<file path="src/rtl/fsq_pkg.sv">
package fsq_pkg;

    typedef enum logic [1:0] {
        MODE_OFF     = 2'd0,
        MODE_FIRST   = 2'd1,
        MODE_ALL     = 2'd2,
        MODE_SPECIAL = 2'd3
    } rx_mode_e;

    typedef enum logic [1:0] {
        ST_IDLE,
        ST_SPEC_PEND,
        ST_LOCKED,
        ST_AVAIL_PEND
    } ctl_state_e;

endpackage

</file>
<file path="src/rtl/fsq_store.sv">
module fsq_store #(
    parameter int DEPTH    = 10,
    parameter int CNT_W    = 14,
    parameter int IN_CNT_W = 16,
    parameter int STAT_W   = 8
) (
    input  logic                clk,
    input  logic                rst_n,
    input  logic                enable,
    input  logic                push_req,
    input  logic [IN_CNT_W-1:0] push_count,
    input  logic [STAT_W-1:0]   push_status,
    input  logic                pop_req,
    output logic [CNT_W-1:0]    head_count,
    output logic [STAT_W-1:0]   head_status,
    output logic                not_empty,
    output logic                overflow
);

    localparam int PTR_W = (DEPTH > 1) ? $clog2(DEPTH) : 1;
    localparam int OCC_W = $clog2(DEPTH + 1);
    localparam logic [CNT_W-1:0]    CNT_MAX  = '1;
    localparam logic [IN_CNT_W-1:0] CNT_MAXW = {{(IN_CNT_W-CNT_W){1'b0}}, CNT_MAX};
    localparam logic [PTR_W-1:0]    PTR_LAST = PTR_W'(DEPTH - 1);
    localparam logic [OCC_W-1:0]    OCC_FULL = OCC_W'(DEPTH);

    logic [CNT_W-1:0]  mem_cnt [DEPTH];
    logic [STAT_W-1:0] mem_st  [DEPTH];
    logic [PTR_W-1:0]  wr_ptr, rd_ptr;
    logic [OCC_W-1:0]  occ;

    logic             pop_ok, push_ok, push_drop;
    logic [CNT_W-1:0] sat_count;

    assign pop_ok    = pop_req && (occ != '0);
    assign push_ok   = enable && push_req && ((occ != OCC_FULL) || pop_ok);
    assign push_drop = enable && push_req && (occ == OCC_FULL) && !pop_ok;
    assign sat_count = (push_count > CNT_MAXW) ? CNT_MAX : push_count[CNT_W-1:0];

    always_ff @(posedge clk or negedge rst_n) begin
        if (!rst_n) begin
            wr_ptr   <= '0;
            rd_ptr   <= '0;
            occ      <= '0;
            overflow <= 1'b0;
        end else if (!enable) begin
            wr_ptr   <= '0;
            rd_ptr   <= '0;
            occ      <= '0;
            overflow <= 1'b0;
        end else begin
            if (push_ok)
                wr_ptr <= (wr_ptr == PTR_LAST) ? '0 : wr_ptr + 1'b1;
            if (pop_ok)
                rd_ptr <= (rd_ptr == PTR_LAST) ? '0 : rd_ptr + 1'b1;
            if (push_ok && !pop_ok)
                occ <= occ + 1'b1;
            else if (pop_ok && !push_ok)
                occ <= occ - 1'b1;
            if (push_drop)
                overflow <= 1'b1;
        end
    end

    // Entry storage: one slot per frame, written at the write pointer.
    for (genvar gi = 0; gi < DEPTH; gi++) begin : g_slot
        always_ff @(posedge clk or negedge rst_n) begin
            if (!rst_n) begin
                mem_cnt[gi] <= '0;
                mem_st[gi]  <= '0;
            end else if (push_ok && (wr_ptr == PTR_W'(gi))) begin
                mem_cnt[gi] <= sat_count;
                mem_st[gi]  <= push_status;
            end
        end
    end

    assign not_empty   = (occ != '0);
    assign head_count  = not_empty ? mem_cnt[rd_ptr] : '0;
    assign head_status = not_empty ? mem_st[rd_ptr]  : '0;

endmodule

</file>
<file path="src/rtl/fsq_ctrl.sv">
module fsq_ctrl
    import fsq_pkg::*;
(
    input  logic     clk,
    input  logic     rst_n,
    input  logic     fifo_en,
    input  rx_mode_e mode,
    input  logic     mark_at_exit,
    input  logic     stat_rd,
    input  logic     err_reset,
    input  logic     reset_ius,
    output logic     irq_special,
    output logic     irq_rx_avail,
    output logic     data_lock
);

    ctl_state_e state, state_nxt;
    logic       enhanced, lock_mode;

    assign enhanced  = fifo_en && (mode == MODE_SPECIAL);
    assign lock_mode = (mode == MODE_FIRST) || (mode == MODE_SPECIAL);

    always_ff @(posedge clk or negedge rst_n) begin
        if (!rst_n)
            state <= ST_IDLE;
        else
            state <= state_nxt;
    end

    always_comb begin
        state_nxt = state;
        unique case (state)
            ST_IDLE: begin
                if (mark_at_exit) begin
                    if (enhanced)
                        state_nxt = ST_AVAIL_PEND;
                    else if (mode != MODE_OFF)
                        state_nxt = ST_SPEC_PEND;
                end
            end
            ST_SPEC_PEND: begin
                if (err_reset)
                    state_nxt = ST_IDLE;
                else if (stat_rd)
                    state_nxt = lock_mode ? ST_LOCKED : ST_IDLE;
            end
            ST_LOCKED: begin
                if (err_reset)
                    state_nxt = ST_IDLE;
            end
            ST_AVAIL_PEND: begin
                if (reset_ius)
                    state_nxt = ST_IDLE;
            end
            default: state_nxt = ST_IDLE;
        endcase
    end

    always_comb begin
        irq_special  = 1'b0;
        irq_rx_avail = 1'b0;
        data_lock    = 1'b0;
        unique case (state)
            ST_IDLE:       ;
            ST_SPEC_PEND:  irq_special  = 1'b1;
            ST_LOCKED:     data_lock    = 1'b1;
            ST_AVAIL_PEND: irq_rx_avail = 1'b1;
            default:       ;
        endcase
    end

endmodule

</file>
<file path="src/rtl/frame_status_queue.sv">
module frame_status_queue
    import fsq_pkg::*;
#(
    parameter int DEPTH    = 10,
    parameter int CNT_W    = 14,
    parameter int IN_CNT_W = 16,
    parameter int STAT_W   = 8
) (
    input  logic                clk,
    input  logic                rst_n,
    input  logic                eof_valid,
    input  logic [IN_CNT_W-1:0] eof_count,
    input  logic [STAT_W-1:0]   eof_status,
    input  logic                eof_at_exit,
    input  logic                cfg_fifo_en,
    input  logic [1:0]          cfg_rx_mode,
    input  logic                host_stat_rd,
    input  logic                cmd_err_reset,
    input  logic                cmd_reset_ius,
    output logic [CNT_W-1:0]    head_count,
    output logic [STAT_W-1:0]   head_status,
    output logic                fifo_avail,
    output logic                fifo_ovf,
    output logic                irq_special,
    output logic                irq_rx_avail,
    output logic                data_lock
);

    rx_mode_e mode;
    assign mode = rx_mode_e'(cfg_rx_mode);

    fsq_store #(
        .DEPTH    (DEPTH),
        .CNT_W    (CNT_W),
        .IN_CNT_W (IN_CNT_W),
        .STAT_W   (STAT_W)
    ) u_store (
        .clk         (clk),
        .rst_n       (rst_n),
        .enable      (cfg_fifo_en),
        .push_req    (eof_valid),
        .push_count  (eof_count),
        .push_status (eof_status),
        .pop_req     (host_stat_rd),
        .head_count  (head_count),
        .head_status (head_status),
        .not_empty   (fifo_avail),
        .overflow    (fifo_ovf)
    );

    fsq_ctrl u_ctrl (
        .clk          (clk),
        .rst_n        (rst_n),
        .fifo_en      (cfg_fifo_en),
        .mode         (mode),
        .mark_at_exit (eof_at_exit),
        .stat_rd      (host_stat_rd),
        .err_reset    (cmd_err_reset),
        .reset_ius    (cmd_reset_ius),
        .irq_special  (irq_special),
        .irq_rx_avail (irq_rx_avail),
        .data_lock    (data_lock)
    );

endmodule

</file>
<file path="config.mk">
export PLATFORM = sky130hd
export DESIGN_NAME = frame_status_queue
export DESIGN_NICKNAME = d
export VERILOG_FILES = /design/src/rtl/fsq_pkg.sv /design/src/rtl/fsq_store.sv /design/src/rtl/fsq_ctrl.sv /design/src/rtl/frame_status_queue.sv
export SDC_FILE = /design/constraint.sdc
export NUM_CORES = 1
export LEC_CHECK = 0
export CAP_MARGIN = 20
export CORE_MARGIN = 5
export CORE_UTILIZATION = 50
export DETAILED_ROUTE_END_ITERATION = 7
export DONT_BUFFER_PORTS = 1
export GPL_TIMING_DRIVEN = 1
export PLACE_DENSITY = 0.67
export SLEW_MARGIN = 10
export SYNTH_ARGS = -nofsm -noshare
export SYNTH_HDL_FRONTEND = slang
export SYNTH_SLANG_ARGS = --single-unit
</file>
<file path="constraint.sdc">
create_clock -name clk -period 2.9 [get_ports clk]
set_input_delay 0.29 -clock clk [delete_from_list [all_inputs] [get_ports clk]]
set_output_delay 0.29 -clock clk [all_outputs]
set_load 0.02 [all_outputs]
</file>
==> results of run 1 <==
## metal layers
| layer | vias to the layer above | track usage, % |
|---|---|---|
| met2 | 191 | 35.5 |
| met3 | 56 | 3.47 |
| met5 | - | 0 |
| li1 | 3148 | - |
| met4 | 0 | 6.40 |
| met1 | 3684 | 26.3 |
## worst max-delay path: cells and delay by family (launching register included)
family / cells / cell delay (ns)
simple gates: 2 / 0.68
compound gates: 1 / 0.19
flops: 1 / 0.50
buf+inv: 3 / 0.65
## metrics by stage
step	total power, W	util [%]
after floorplan	0.00627	-
after global placement	0.00726	52.9
after detailed placement	0.00739	52.9
after CTS	0.0110	57.7
after global routing	0.0114	57.8
final	0.0109	57.8
## worst max path at each step
| stage | start | end | slack (ns) | depth (start not counted) |
|---|---|---|---|---|
| finish | u_store.occ[0] | head_count[12] | 0.07 | 6 |
| global route | u_store.occ[0] | head_count[12] | -0.0004 | 6 |
| CTS | u_store.rd_ptr[0] | head_count[13] | 0.01 | 5 |
| detailed placement | u_store.occ[0] | u_store.occ[3] | 0.05 | 8 |
| global placement | u_store.occ[0] | u_store.occ[3] | 0.18 | 8 |
| floorplan | u_store.occ[0] | u_store.occ[3] | 0.40 | 9 |
## synth_stat cells (2+ instances only)
master	number
sky130_fd_sc_hd__mux2_1	2
sky130_fd_sc_hd__mux4_2	44
sky130_fd_sc_hd__nand2_1	26
sky130_fd_sc_hd__and3_1	3
sky130_fd_sc_hd__buf_6	9
sky130_fd_sc_hd__dfrtp_1	235
sky130_fd_sc_hd__buf_2	15
sky130_fd_sc_hd__buf_4	6
sky130_fd_sc_hd__inv_1	7
sky130_fd_sc_hd__nor2b_1	7
sky130_fd_sc_hd__nor2_1	89
sky130_fd_sc_hd__xnor2_1	2
sky130_fd_sc_hd__nand3_1	3
sky130_fd_sc_hd__nor3_1	6
sky130_fd_sc_hd__mux2_2	114
sky130_fd_sc_hd__buf_1	14
sky130_fd_sc_hd__a21oi_1	74
sky130_fd_sc_hd__clkbuf_1	24
sky130_fd_sc_hd__a2111oi_4	5
sky130_fd_sc_hd__a22o_1	2
sky130_fd_sc_hd__and2_1	4
sky130_fd_sc_hd__o21a_1	2
sky130_fd_sc_hd__o22ai_1	24
sky130_fd_sc_hd__ha_1	4
sky130_fd_sc_hd__nand2b_1	5
sky130_fd_sc_hd__a31oi_1	2
sky130_fd_sc_hd__mux2_4	20
sky130_fd_sc_hd__o21ai_0	17
sky130_fd_sc_hd__or3_1	14
sky130_fd_sc_hd__mux2i_1	49
sky130_fd_sc_hd__a21boi_0	3
## power by group through the flow
stage	Sequential [W]	Clock, W	Combinational [W]
6_report	0.00420	0.00353	0.00320
5_1_grt	0.00426	0.00374	0.00344
4_1_cts	0.00422	0.00359	0.00317
3_5_place_dp	0.00427	0	0.00312
3_3_place_gp	0.00422	0	0.00304
2_1_floorplan	0.00404	0	0.00222
## sequential cells by signal (all words and copies together) (netlist names)
register and count:
u_store.rd_ptr 4, u_ctrl.state 2, u_store.mem_cnt 140, u_store.overflow 1
u_store.mem_st 80, u_store.wr_ptr 4, u_store.occ 4
## what timing repair did
item / in CTS / in global routing
resized for setup: 2 / 1
pin swaps: 0 / 1
setup buffers: 0 / 3
gates cloned: 0 / 0
endpoints found under the hold margin: 329 / 235
setup endpoints to repair: 14 / 6
## cell families after synthesis
logic type,after synthesis,synth area share (%)
buffers and inverters,76,3.53
muxes,229,27.6
adders and majority gates,5,0.627
and+or+nand+nor,173,7.64
xor gates and xnor gates,3,0.235
AOI/OAI and AO/OA,134,7.69
DFF,235,52.6
## area by class of cell
cell class	count	area [sq um]	share of cell area, %
clock inverters	6	111	0.880
multi-input cells	544	4910	38.8
clock buffers	42	832	6.57
well taps	280	350	2.77
flip-flops and latches	235	5890	46.5
repair buffers	59	534	4.22
inverters	8	30.0	0.237
==> metrics.txt, run 1 <==
outcome complete, but fails checks; violated checks hold timing; top cell type's share of synthesized area 52.6%; number of instances in the synthesized netlist 855; Most Frequent Cell on Critical Path sky130_fd_sc_hd__buf_4; worst-case headroom to the max-slew limit a little under two fifths; clock insertion delay at the later pin of the skew report roughly 0.52 ns; setup tns final 0 ns; largest buffer count on any clock path 3; fin. max-slew vios 0; RePlAce Congestion 0.797; Initial DRC Count approximately 490; startpoint type of the worst setup path register; row count 54; standard cell with the maximum stage delay on the critical path sky130_fd_sc_hd__dfrtp_1; number of enable-type register cells in the synthesized netlist 0; total DRC errors in the routed layout 0; clock-pin slew on the worst setup and hold paths 0.06 ns; number of clock sinks 235; detailed-router iteration count before antenna repair 5; vertical extent of the die 159 um; Gate power share between 20 and 30%; overflow left after global routing 0; number of cell instances on the worst register-to-register path 8; maximum fanout count along the critical path 14; class of the most critical hold timing path in -> async; Setup Slack @ Placement 0.0457 ns; worst setup margin 0.0673 ns; number of placed cells counting well taps roughly 1,100; Post-synth top flop sky130_fd_sc_hd__dfrtp_1; share of final-layout standard cells stronger than drive strength 1 approximately a third; required time worst endpoint 2.61 ns; CP cell instances nor4_2 -> inv_2 -> nand4b_1 -> buf_4 -> o22ai_1 -> buf_4; worst hold slack across all endpoints -0.523 ns; antenna violations before repair 0; CP Data Arrival Time 2.54 ns; uppermost routed layer met4; TritonCTS Buffers 26; number of global-route vias before repair 7,670; cell internal power dissipation approximately 0.0076 W; share of async-settable or async-resettable flops after synthesis 100%; post-detailed-route count of antenna-violating nets 0; I/O Buffers 0; Post-Route Skew between 0.01 and 0.015 ns; post-detailed-routing wire length 26,200 um; VDD IR max roughly 0.54 mV; initial core utilization 51.0%; minimum clock period about 2.8 ns; TritonCTS clock tree built; met1 layer wirelength in the final routing ~11,000 um; max_cap viols 0; instance area after placement 0.0116 sq mm; placeable core region ~0.022 sq mm; routed wire length per instance 22.3 um; Synth cell types 55; portion of the post-synthesis area used by sequential elements 52.6%; max incr delay on CP 0.50 ns; leading cell types in the layout, fill and taps excluded 232 x sky130_fd_sc_hd__dfrtp_1, 114 x sky130_fd_sc_hd__mux2_2, 89 x sky130_fd_sc_hd__nor2_1; number of hold violations in the final report 235; largest net degree at the start of global routing 236; Total Die Area roughly 0.025 sq mm; nets in the synthesized netlist 894; number of setup violations in the final report 0; portion of the clock cycle consumed by the worst path in the final layout 97.7%; depth of the CTS H-tree 1; net switching fraction of the power a little under a third; ant diodes 0; detailed-placement wirelength estimate 16,200 um; drt via density around 6; routed via count around 7,100; destination of the worst register-to-register timing path u_store.occ[3]; number of hold buffers added after cts 10; leading cell types by total area after synthesis sky130_fd_sc_hd__dfrtp_1 53%, sky130_fd_sc_hd__mux2_2 11%, sky130_fd_sc_hd__mux4_2 8.9%; FILL cells 1,711; maximum achievable frequency about 350 MHz; final std cell area, no fill roughly 0.013 sq mm; Worst Max-Slew Pin Slew 0.933 ns; area of the mapped netlist 0.0112 sq mm; global-route wire length before repair approximately 42,000 um; register-to-register setup slack 0.27 ns; Die Wd approximately 160 um; global-route usage over all layers 20.4%; total met3 wirelength after detailed routing 1370 um; portion of total power attributed to the clock network 32.3%; switching pwr 0.00337 W; total leakage power between 5 and 6 nW; layout net count 913; CTS Root Buffer Type sky130_fd_sc_hd__clkbuf_16; Post-Synthesis Mean Instance Area between 10 and 15 sq um; Setup crit end kind primary output; routed wire length on met2 13,500 um; most frequent standard cell in the layout excluding fill and tap cells sky130_fd_sc_hd__dfrtp_1; post-synthesis register bit count between 200 and 250; area growth from synthesis to layout 13.3%; IO Count approximately 60; FF-to-FF Start u_store.occ[0]; Yosys warning count 0; P per Cell Area 864 mW/mm^2; fin cells 1,174; portion of total power attributed to sequential cells 38.5%; critical path class reg -> out; largest area contributor in the netlist sky130_fd_sc_hd__dfrtp_1
(Power assumes the default switching activity.)
==> run 2: changes to the inputs <==
--- a/config.mk
+++ b/config.mk
@@ -5,13 +5,13 @@
 export SDC_FILE = /design/constraint.sdc
 export NUM_CORES = 1
 export LEC_CHECK = 0
-export CAP_MARGIN = 20
 export CORE_MARGIN = 5
 export CORE_UTILIZATION = 50
 export DETAILED_ROUTE_END_ITERATION = 7
 export DONT_BUFFER_PORTS = 1
 export GPL_TIMING_DRIVEN = 1
-export PLACE_DENSITY = 0.67
+export PLACE_DENSITY = 0.74
+export REMOVE_ABC_BUFFERS = 1
 export SLEW_MARGIN = 10
 export SYNTH_ARGS = -nofsm -noshare
 export SYNTH_HDL_FRONTEND = slang
==> run 2 against run 1 <==
The flow still finishes with violations (hold timing). Combinational power about the same. Worst setup slack improved by 0.11 ns. First-iteration DRC count decreased by 17%. Sequential power about the same. Global-route usage decreased by 0.49 points. Final cell count increased by 0.60%. Critical path depth decreased by 1. Count of clock-buffer cells in the layout decreased by 6.
==> metrics.txt, run 2 (synthesized netlist as in run 1, its figures left out) <==
worst path bufs/invs 2 (was 3); row count 54 (unchanged); FF-to-FF Start u_store.occ[0] (unchanged); depth of the CTS H-tree 1 (unchanged); fin cells 1,181 (was 1,174); Critical Path Sink head_count[13] (was head_count[12]); total DRC errors in the routed layout 0 (unchanged); Initial DRC Count 406 (was 492); clock-pin slew on the worst setup and hold paths 0.06 ns (about the same); Most flops, register u_store.mem_cnt (unchanged); cell class contributing the biggest share of worst-path delay multiplexers (was simple AND/OR/NAND/NOR gates); setup tns final 0 ns (unchanged); instance area after placement 0.0116 sq mm (about the same); I/O Buffers 0 (unchanged); initial core utilization 51.0% (unchanged); global-route wire length before repair 41,400 um (was 42,400 um); routed wire length per instance 21.4 um (was 22.3 um); required time worst endpoint 2.61 ns (about the same); detailed-router iteration count before antenna repair 7 (was 5); total leakage power 5.41 nW (about the same); largest net degree at the start of global routing 236 (unchanged); Die Wd 159 um (unchanged); ant diodes 0 (unchanged); post-detailed-routing wire length 25,300 um (was 26,200 um); CP cell instances buf_12 -> mux4_2 -> mux2i_1 -> o22ai_1 -> buf_4 (was nor4_2 -> inv_2 -> nand4b_1 -> buf_4 -> o22ai_1 -> buf_4); number of global-route vias before repair 7,394 (was 7,670); max incr delay on CP 0.65 ns (was 0.50 ns); destination of the worst register-to-register timing path u_store.occ[3] (unchanged); unrepaired setup endpoints after global routing yes; placeable core region 0.0219 sq mm (unchanged); number of cell instances on the worst register-to-register path 8 (unchanged); critical path class reg -> out (unchanged); critical path launch point u_store.rd_ptr[0] (was u_store.occ[0]); total met3 wirelength after detailed routing 1620 um (was 1370 um); sequential cell area 0.00589 sq mm (about the same); worst-case headroom to the max-slew limit 47.6% (was 37.8%); standard cell with the maximum stage delay on the critical path sky130_fd_sc_hd__dfrtp_4 (was sky130_fd_sc_hd__dfrtp_1); CP Data Arrival Time 2.43 ns (was 2.54 ns); Total Die Area 0.0254 sq mm (unchanged); number of clock sinks 235 (unchanged); VDD IR max 0.809 mV (was 0.537 mV); overflow left after global routing 0 (unchanged); routed wire length on met2 12,400 um (was 13,500 um); max_cap viols 0 (unchanged); RePlAce Congestion 0.778 (was 0.797); final std cell area, no fill 0.0127 sq mm (about the same); number of hold violations in the final report 235 (unchanged); detailed-placement wirelength estimate 15,100 um (was 16,200 um); most frequent standard cell in the layout excluding fill and tap cells sky130_fd_sc_hd__dfrtp_1 (unchanged); Post-Route Skew 0.0132 ns (was 0.0116 ns); uppermost routed layer met4 (unchanged); drt via density 5.96 (was 6.03); TritonCTS Buffers 25 (was 26); layout net count 922 (was 913); fin. max-slew vios 0 (unchanged); area growth from synthesis to layout 13.4% (was 13.3%); Setup crit end kind primary output (unchanged); worst setup margin 0.182 ns (was 0.0673 ns); minimum clock period 2.72 ns (was 2.83 ns); outcome complete, but fails checks (unchanged); maximum achievable frequency 368 MHz (was 353 MHz); Worst Max-Slew Pin Slew 0.783 ns (was 0.933 ns); share of final-layout standard cells stronger than drive strength 1 32.4% (about the same); IO Count 61 (unchanged); largest buffer count on any clock path 3 (unchanged); vertical extent of the die 159 um (unchanged); Multi-input gate area 0.00492 sq mm (was 0.00491 sq mm); post-layout util 57.9% (was 57.8%); startpoint type of the worst setup path register (unchanged); largest registers in the final layout u_store.mem_cnt: 140 flops, u_store.mem_st: 80 flops (unchanged); number of placed cells counting well taps 1,119 (was 1,113); antenna violations before repair 0 (unchanged); class of the most critical hold timing path in -> async (unchanged); FILL cells 1,738 (was 1,711); Setup Slack @ Placement 0.198 ns (was 0.0457 ns); leading cell types in the layout, fill and taps excluded 233 x sky130_fd_sc_hd__dfrtp_1, 114 x sky130_fd_sc_hd__mux2_2, 89 x sky130_fd_sc_hd__nor2_1 (was 232 x sky130_fd_sc_hd__dfrtp_1, 114 x sky130_fd_sc_hd__mux2_2, 89 x sky130_fd_sc_hd__nor2_1); P per Cell Area 834 mW/mm^2 (was 864 mW/mm^2); Critical Path Stages 5 (was 6); register-to-register setup slack 0.20 ns (was 0.27 ns); maximum fanout count along the critical path 17 (was 14); TritonCTS clock tree built (unchanged); number of setup violations in the final report 0 (unchanged); violated checks hold timing (unchanged); Largest register FFs 140 (unchanged); global-route usage over all layers 19.9% (was 20.4%); worst hold slack across all endpoints -0.541 ns (was -0.523 ns); post-detailed-route count of antenna-violating nets 0 (unchanged); CTS Root Buffer Type sky130_fd_sc_hd__clkbuf_16 (unchanged); clock insertion delay at the later pin of the skew report 0.53 ns (was 0.52 ns); number of hold buffers added after cts 16 (was 10); portion of the clock cycle consumed by the worst path in the final layout 93.7% (was 97.7%); routed via count 7,044 (was 7,079); met1 layer wirelength in the final routing 10,900 um (was 10,600 um)
==> run 2: cell types whose count changed in the layout (fill, tap and decap cells not counted), moves of 2 or more <==
cell                            before  now
sky130_fd_sc_hd__clkbuf_8           10    8
sky130_fd_sc_hd__dlygate4sd3_1      10   16
sky130_fd_sc_hd__clkbuf_1            5    3
sky130_fd_sc_hd__buf_4              43   46
sky130_fd_sc_hd__clkbuf_16          27   25
sky130_fd_sc_hd__clkinv_2            1    4
sky130_fd_sc_hd__bufinv_16           3    1
==> run 2: worst register-to-register path, delay by kind of cell, from the launching register on <==
family	cells	cell delay, ns
adders and majority gates	1	0.29
AOI/OAI and AO/OA	3	0.62
muxes	1	0.21
and+or+nand+nor	3	1.02
DFF	1	0.48
==> run 2: through the flow <==
step	total power (W)	hold slack, ns
after global placement	0.00732	0.00463
after global routing	0.0111	-0.565
after floorplan	0.00622	-0.00559
final	0.0106	-0.541
after CTS	0.0106	-0.554
after detailed placement	0.00740	0.00322
==> run 2: worst min path at each step <==
stage / startpoint / to
after global placement: rst_n / u_ctrl.state[0]
after CTS: rst_n / u_store.mem_cnt[137]
final: rst_n / u_store.mem_cnt[36]
after floorplan: rst_n / u_ctrl.state[0]
after detailed placement: rst_n / u_store.occ[0]
after global routing: rst_n / u_store.mem_st[19]
==> run 2: what timing repair did <==
| item | CTS | global route |
|---|---|---|
| buffers inserted | 0 | 1 |
| setup endpoints to repair | 0 | 16 |
| resized for setup | 0 | 1 |
| hold endpoints to repair | 344 | 235 |
==> run 2: area by class of cell <==
type	instances	area share [%]
tap	280	2.76
sequential	235	46.5
multi-input combinational	544	38.9
timing repair buffer	69	5.06
clock buffer	36	5.90
clock inverter	9	0.741
inverter	8	0.237
==> run 2: where the power goes <==
part / internal [W] / leakage, nW / switching, W / total, W
logic: 0.00156 / 1.97 / 0.00166 / 0.00322
registers: 0.00380 / 3.03 / 0.000371 / 0.00417
clock network: 0.00189 / 0.413 / 0.00129 / 0.00318
==> run 2: layer usage <==
| layer | global-route usage [%] | vias up |
|---|---|---|
| li1 | - | 3163 |
| met1 | 28.1 | 3640 |
| met2 | 32.5 | 206 |
| met3 | 3.75 | 35 |
| met4 | 4.34 | 0 |
| met5 | 0 | - |
==> run 3: changes to the inputs <==
==> constraint.sdc (replaced) <==
create_clock -name clk -period 2.6 [get_ports clk]
set_input_delay 0.26 -clock clk [delete_from_list [all_inputs] [get_ports clk]]
set_output_delay 0.26 -clock clk [all_outputs]
set_load 0.02 [all_outputs]
==> run 3 against run 2 <==
The flow finishes with violations (hold timing, setup timing). Utilization increased by 1.2 points. Largest cell class unchanged. Register-to-register slack worse by 0.07 ns. Via count grew 1.1%. Worst setup slack got worse by 0.19 ns. Critical path depth increased by 4. Design area increased by 2.1%. Die area stayed put. Combinational power rose by 16%. Final cell count up 1.1%. Critical path type unchanged.
==> metrics.txt, run 3 (synthesized netlist as in run 1, its figures left out) <==
I/O Buffers 0 (unchanged); portion of total power attributed to sequential cells 38.0% (was 39.5%); Setup Slack @ Placement 0.0873 ns (was 0.198 ns); detailed-placement wirelength estimate 15,000 um (was 15,100 um); number of global-route vias before repair 7,446 (was 7,394); worst-case headroom to the max-slew limit 47.1% (was 47.6%); worst setup margin -0.00660 ns (was 0.182 ns); ant diodes 0 (unchanged); clock insertion delay at the later pin of the skew report 0.52 ns (was 0.53 ns); global-route wire length before repair 42,300 um (was 41,400 um); TritonCTS clock tree built (unchanged); Total Die Area 0.0254 sq mm (unchanged); Worst Max-Slew Pin Slew 0.790 ns (was 0.783 ns); clock-pin slew on the worst setup and hold paths 0.06 ns (about the same); row count 54 (unchanged); Initial DRC Count 459 (was 406); post-detailed-routing wire length 25,900 um (was 25,300 um); portion of total power attributed to the clock network 31.1% (was 30.1%); minimum clock period 2.61 ns; vertical extent of the die 159 um (unchanged); initial core utilization 51.0% (unchanged); maximum fanout count along the critical path 8 (was 17); switching pwr 0.00375 W (was 0.00332 W); largest registers in the final layout u_store.mem_cnt: 140 flops, u_store.mem_st: 80 flops (unchanged); layout net count 934 (was 922); critical path class reg -> out (unchanged); net switching fraction of the power 31.0% (was 31.4%); required time worst endpoint 2.34 ns (was 2.61 ns); area growth from synthesis to layout 15.8% (was 13.4%); global-route usage over all layers 20.3% (was 19.9%); Die Wd 159 um (unchanged); number of hold violations in the final report 235 (unchanged); number of hold buffers added after cts 26 (was 16); Most flops, register u_store.mem_cnt (unchanged); P per Cell Area 936 mW/mm^2 (was 834 mW/mm^2); antenna violations before repair 0 (unchanged); Post-Route Skew 0.0111 ns (was 0.0132 ns); max_cap viols 0 (unchanged); unrepaired setup endpoints after global routing yes (unchanged); Setup crit end kind primary output (unchanged); startpoint type of the worst setup path register (unchanged); largest net degree at the start of global routing 236 (unchanged); portion of the clock cycle consumed by the worst path in the final layout 100%; fin. max-slew vios 0 (unchanged); CTS Root Buffer Type sky130_fd_sc_hd__clkbuf_16 (unchanged); share of final-layout standard cells stronger than drive strength 1 32.5% (was 32.4%); Largest register FFs 140 (unchanged); outcome complete, but fails checks (unchanged); overflow left after global routing 0 (unchanged); Gate power share 30.9% (was 30.4%); VDD IR max 0.922 mV (was 0.809 mV); drt via density 5.97 (was 5.96); final std cell area, no fill 0.0129 sq mm (was 0.0127 sq mm); RePlAce Congestion 0.743 (was 0.778); routed wire length per instance 21.7 um (was 21.4 um); number of clock sinks 235 (unchanged); cell internal power dissipation 0.00836 W (was 0.00725 W); instance area after placement 0.0117 sq mm (was 0.0116 sq mm); depth of the CTS H-tree 1 (unchanged); total DRC errors in the routed layout 0 (unchanged); violated checks hold timing, setup timing (was hold timing); largest buffer count on any clock path 3 (unchanged); routed via count 7,123 (was 7,044); leading cell types in the layout, fill and taps excluded 233 x sky130_fd_sc_hd__dfrtp_1, 114 x sky130_fd_sc_hd__mux2_2, 89 x sky130_fd_sc_hd__nor2_1 (unchanged); IO Count 61 (unchanged); detailed-router iteration count before antenna repair 4 (was 7); most frequent standard cell in the layout excluding fill and tap cells sky130_fd_sc_hd__dfrtp_1 (unchanged); post-detailed-route count of antenna-violating nets 0 (unchanged); total leakage power 5.52 nW (was 5.41 nW); worst hold slack across all endpoints -0.565 ns (was -0.541 ns); CP Data Arrival Time 2.35 ns (was 2.43 ns); placeable core region 0.0219 sq mm (unchanged); TritonCTS Buffers 25 (unchanged); setup tns final -0.00660 ns (was 0 ns); number of setup violations in the final report 1 (was 0); maximum achievable frequency 384 MHz; post-layout util 59.1% (was 57.9%); class of the most critical hold timing path in -> async (unchanged)
## run 3: repair_timing
item	CTS	global route
hold endpoints to repair	379	235
pin swaps	0	2
setup endpoints to repair	22	23
gates resized for setup	4	9
buffers inserted	0	1
cloned	0	1
## run 3: path summary, 6_finish.rpt
kind | slack (ns) | startpoint | depth (start not counted) | end
min in group clk | 0.04 | cfg_rx_mode[0] | 2 | u_ctrl.state[1]
setup / recovery | -0.007 | u_store.occ[0] | 9 | head_count[5]
hold / removal | -0.56 | rst_n | 0 | u_ctrl.state[0]
max in group asynchronous | 2.58 | rst_n | 0 | u_store.mem_cnt[51]
setup reg to reg | 0.13 | u_store.occ[0] | 6 | u_store.mem_st[69]
hold reg to reg | 0.49 | u_store.mem_cnt[77] | 2 | u_store.mem_cnt[77]
## run 3: cell type report
cell class              count  area, sq um
repair buffers             81          846
fillers                  1720         8950
flip-flops and latches    235         5890
clock buffers              34          699
inverters                   8         30.0
well taps                 280          350
clock inverters            12          178
multi-input cells         544         4950
## run 3: routing by layer
layer	vias to the layer above	global-route usage, %	share of wire (%)
met5	-	0	0
met4	0	4.65	2.1
met3	47	3.34	4.5
met2	169	32.9	48
met1	3713	29.0	45
li1	3194	-	-
## run 3: power groups by stage
stage / clock [W] / sequential, W / combinational (W)
after detailed placement: 0 / 0.00465 / 0.00364
after CTS: 0.00382 / 0.00459 / 0.00375
final: 0.00376 / 0.00460 / 0.00375
after global placement: 0 / 0.00462 / 0.00358
after floorplan: 0 / 0.00474 / 0.00220
after global routing: 0.00398 / 0.00467 / 0.00405
## run 3: per-stage QoR
| stage | cells | hold slack, ns | total power (W) |
|---|---|---|---|
| floorplan | 787 | -0.0356 | 0.00694 |
| global placement | 1120 | -0.0267 | 0.00820 |
| detailed placement | 1120 | -0.0276 | 0.00828 |
| CTS | 1192 | -0.578 | 0.0122 |
| global route | 1194 | -0.577 | 0.0127 |
| finish | 1194 | -0.565 | 0.0121 |
## run 3: worst max-delay path, cell delays in order, from the launching register on
cell                       delay [ns]
sky130_fd_sc_hd__dfrtp_1         0.40
sky130_fd_sc_hd__buf_4           0.18
sky130_fd_sc_hd__nor4_4          0.27
sky130_fd_sc_hd__buf_4           0.15
sky130_fd_sc_hd__inv_1           0.08
sky130_fd_sc_hd__nand4b_1        0.12
sky130_fd_sc_hd__buf_6           0.15
sky130_fd_sc_hd__buf_12          0.15
sky130_fd_sc_hd__o22ai_1         0.13
sky130_fd_sc_hd__buf_4           0.19
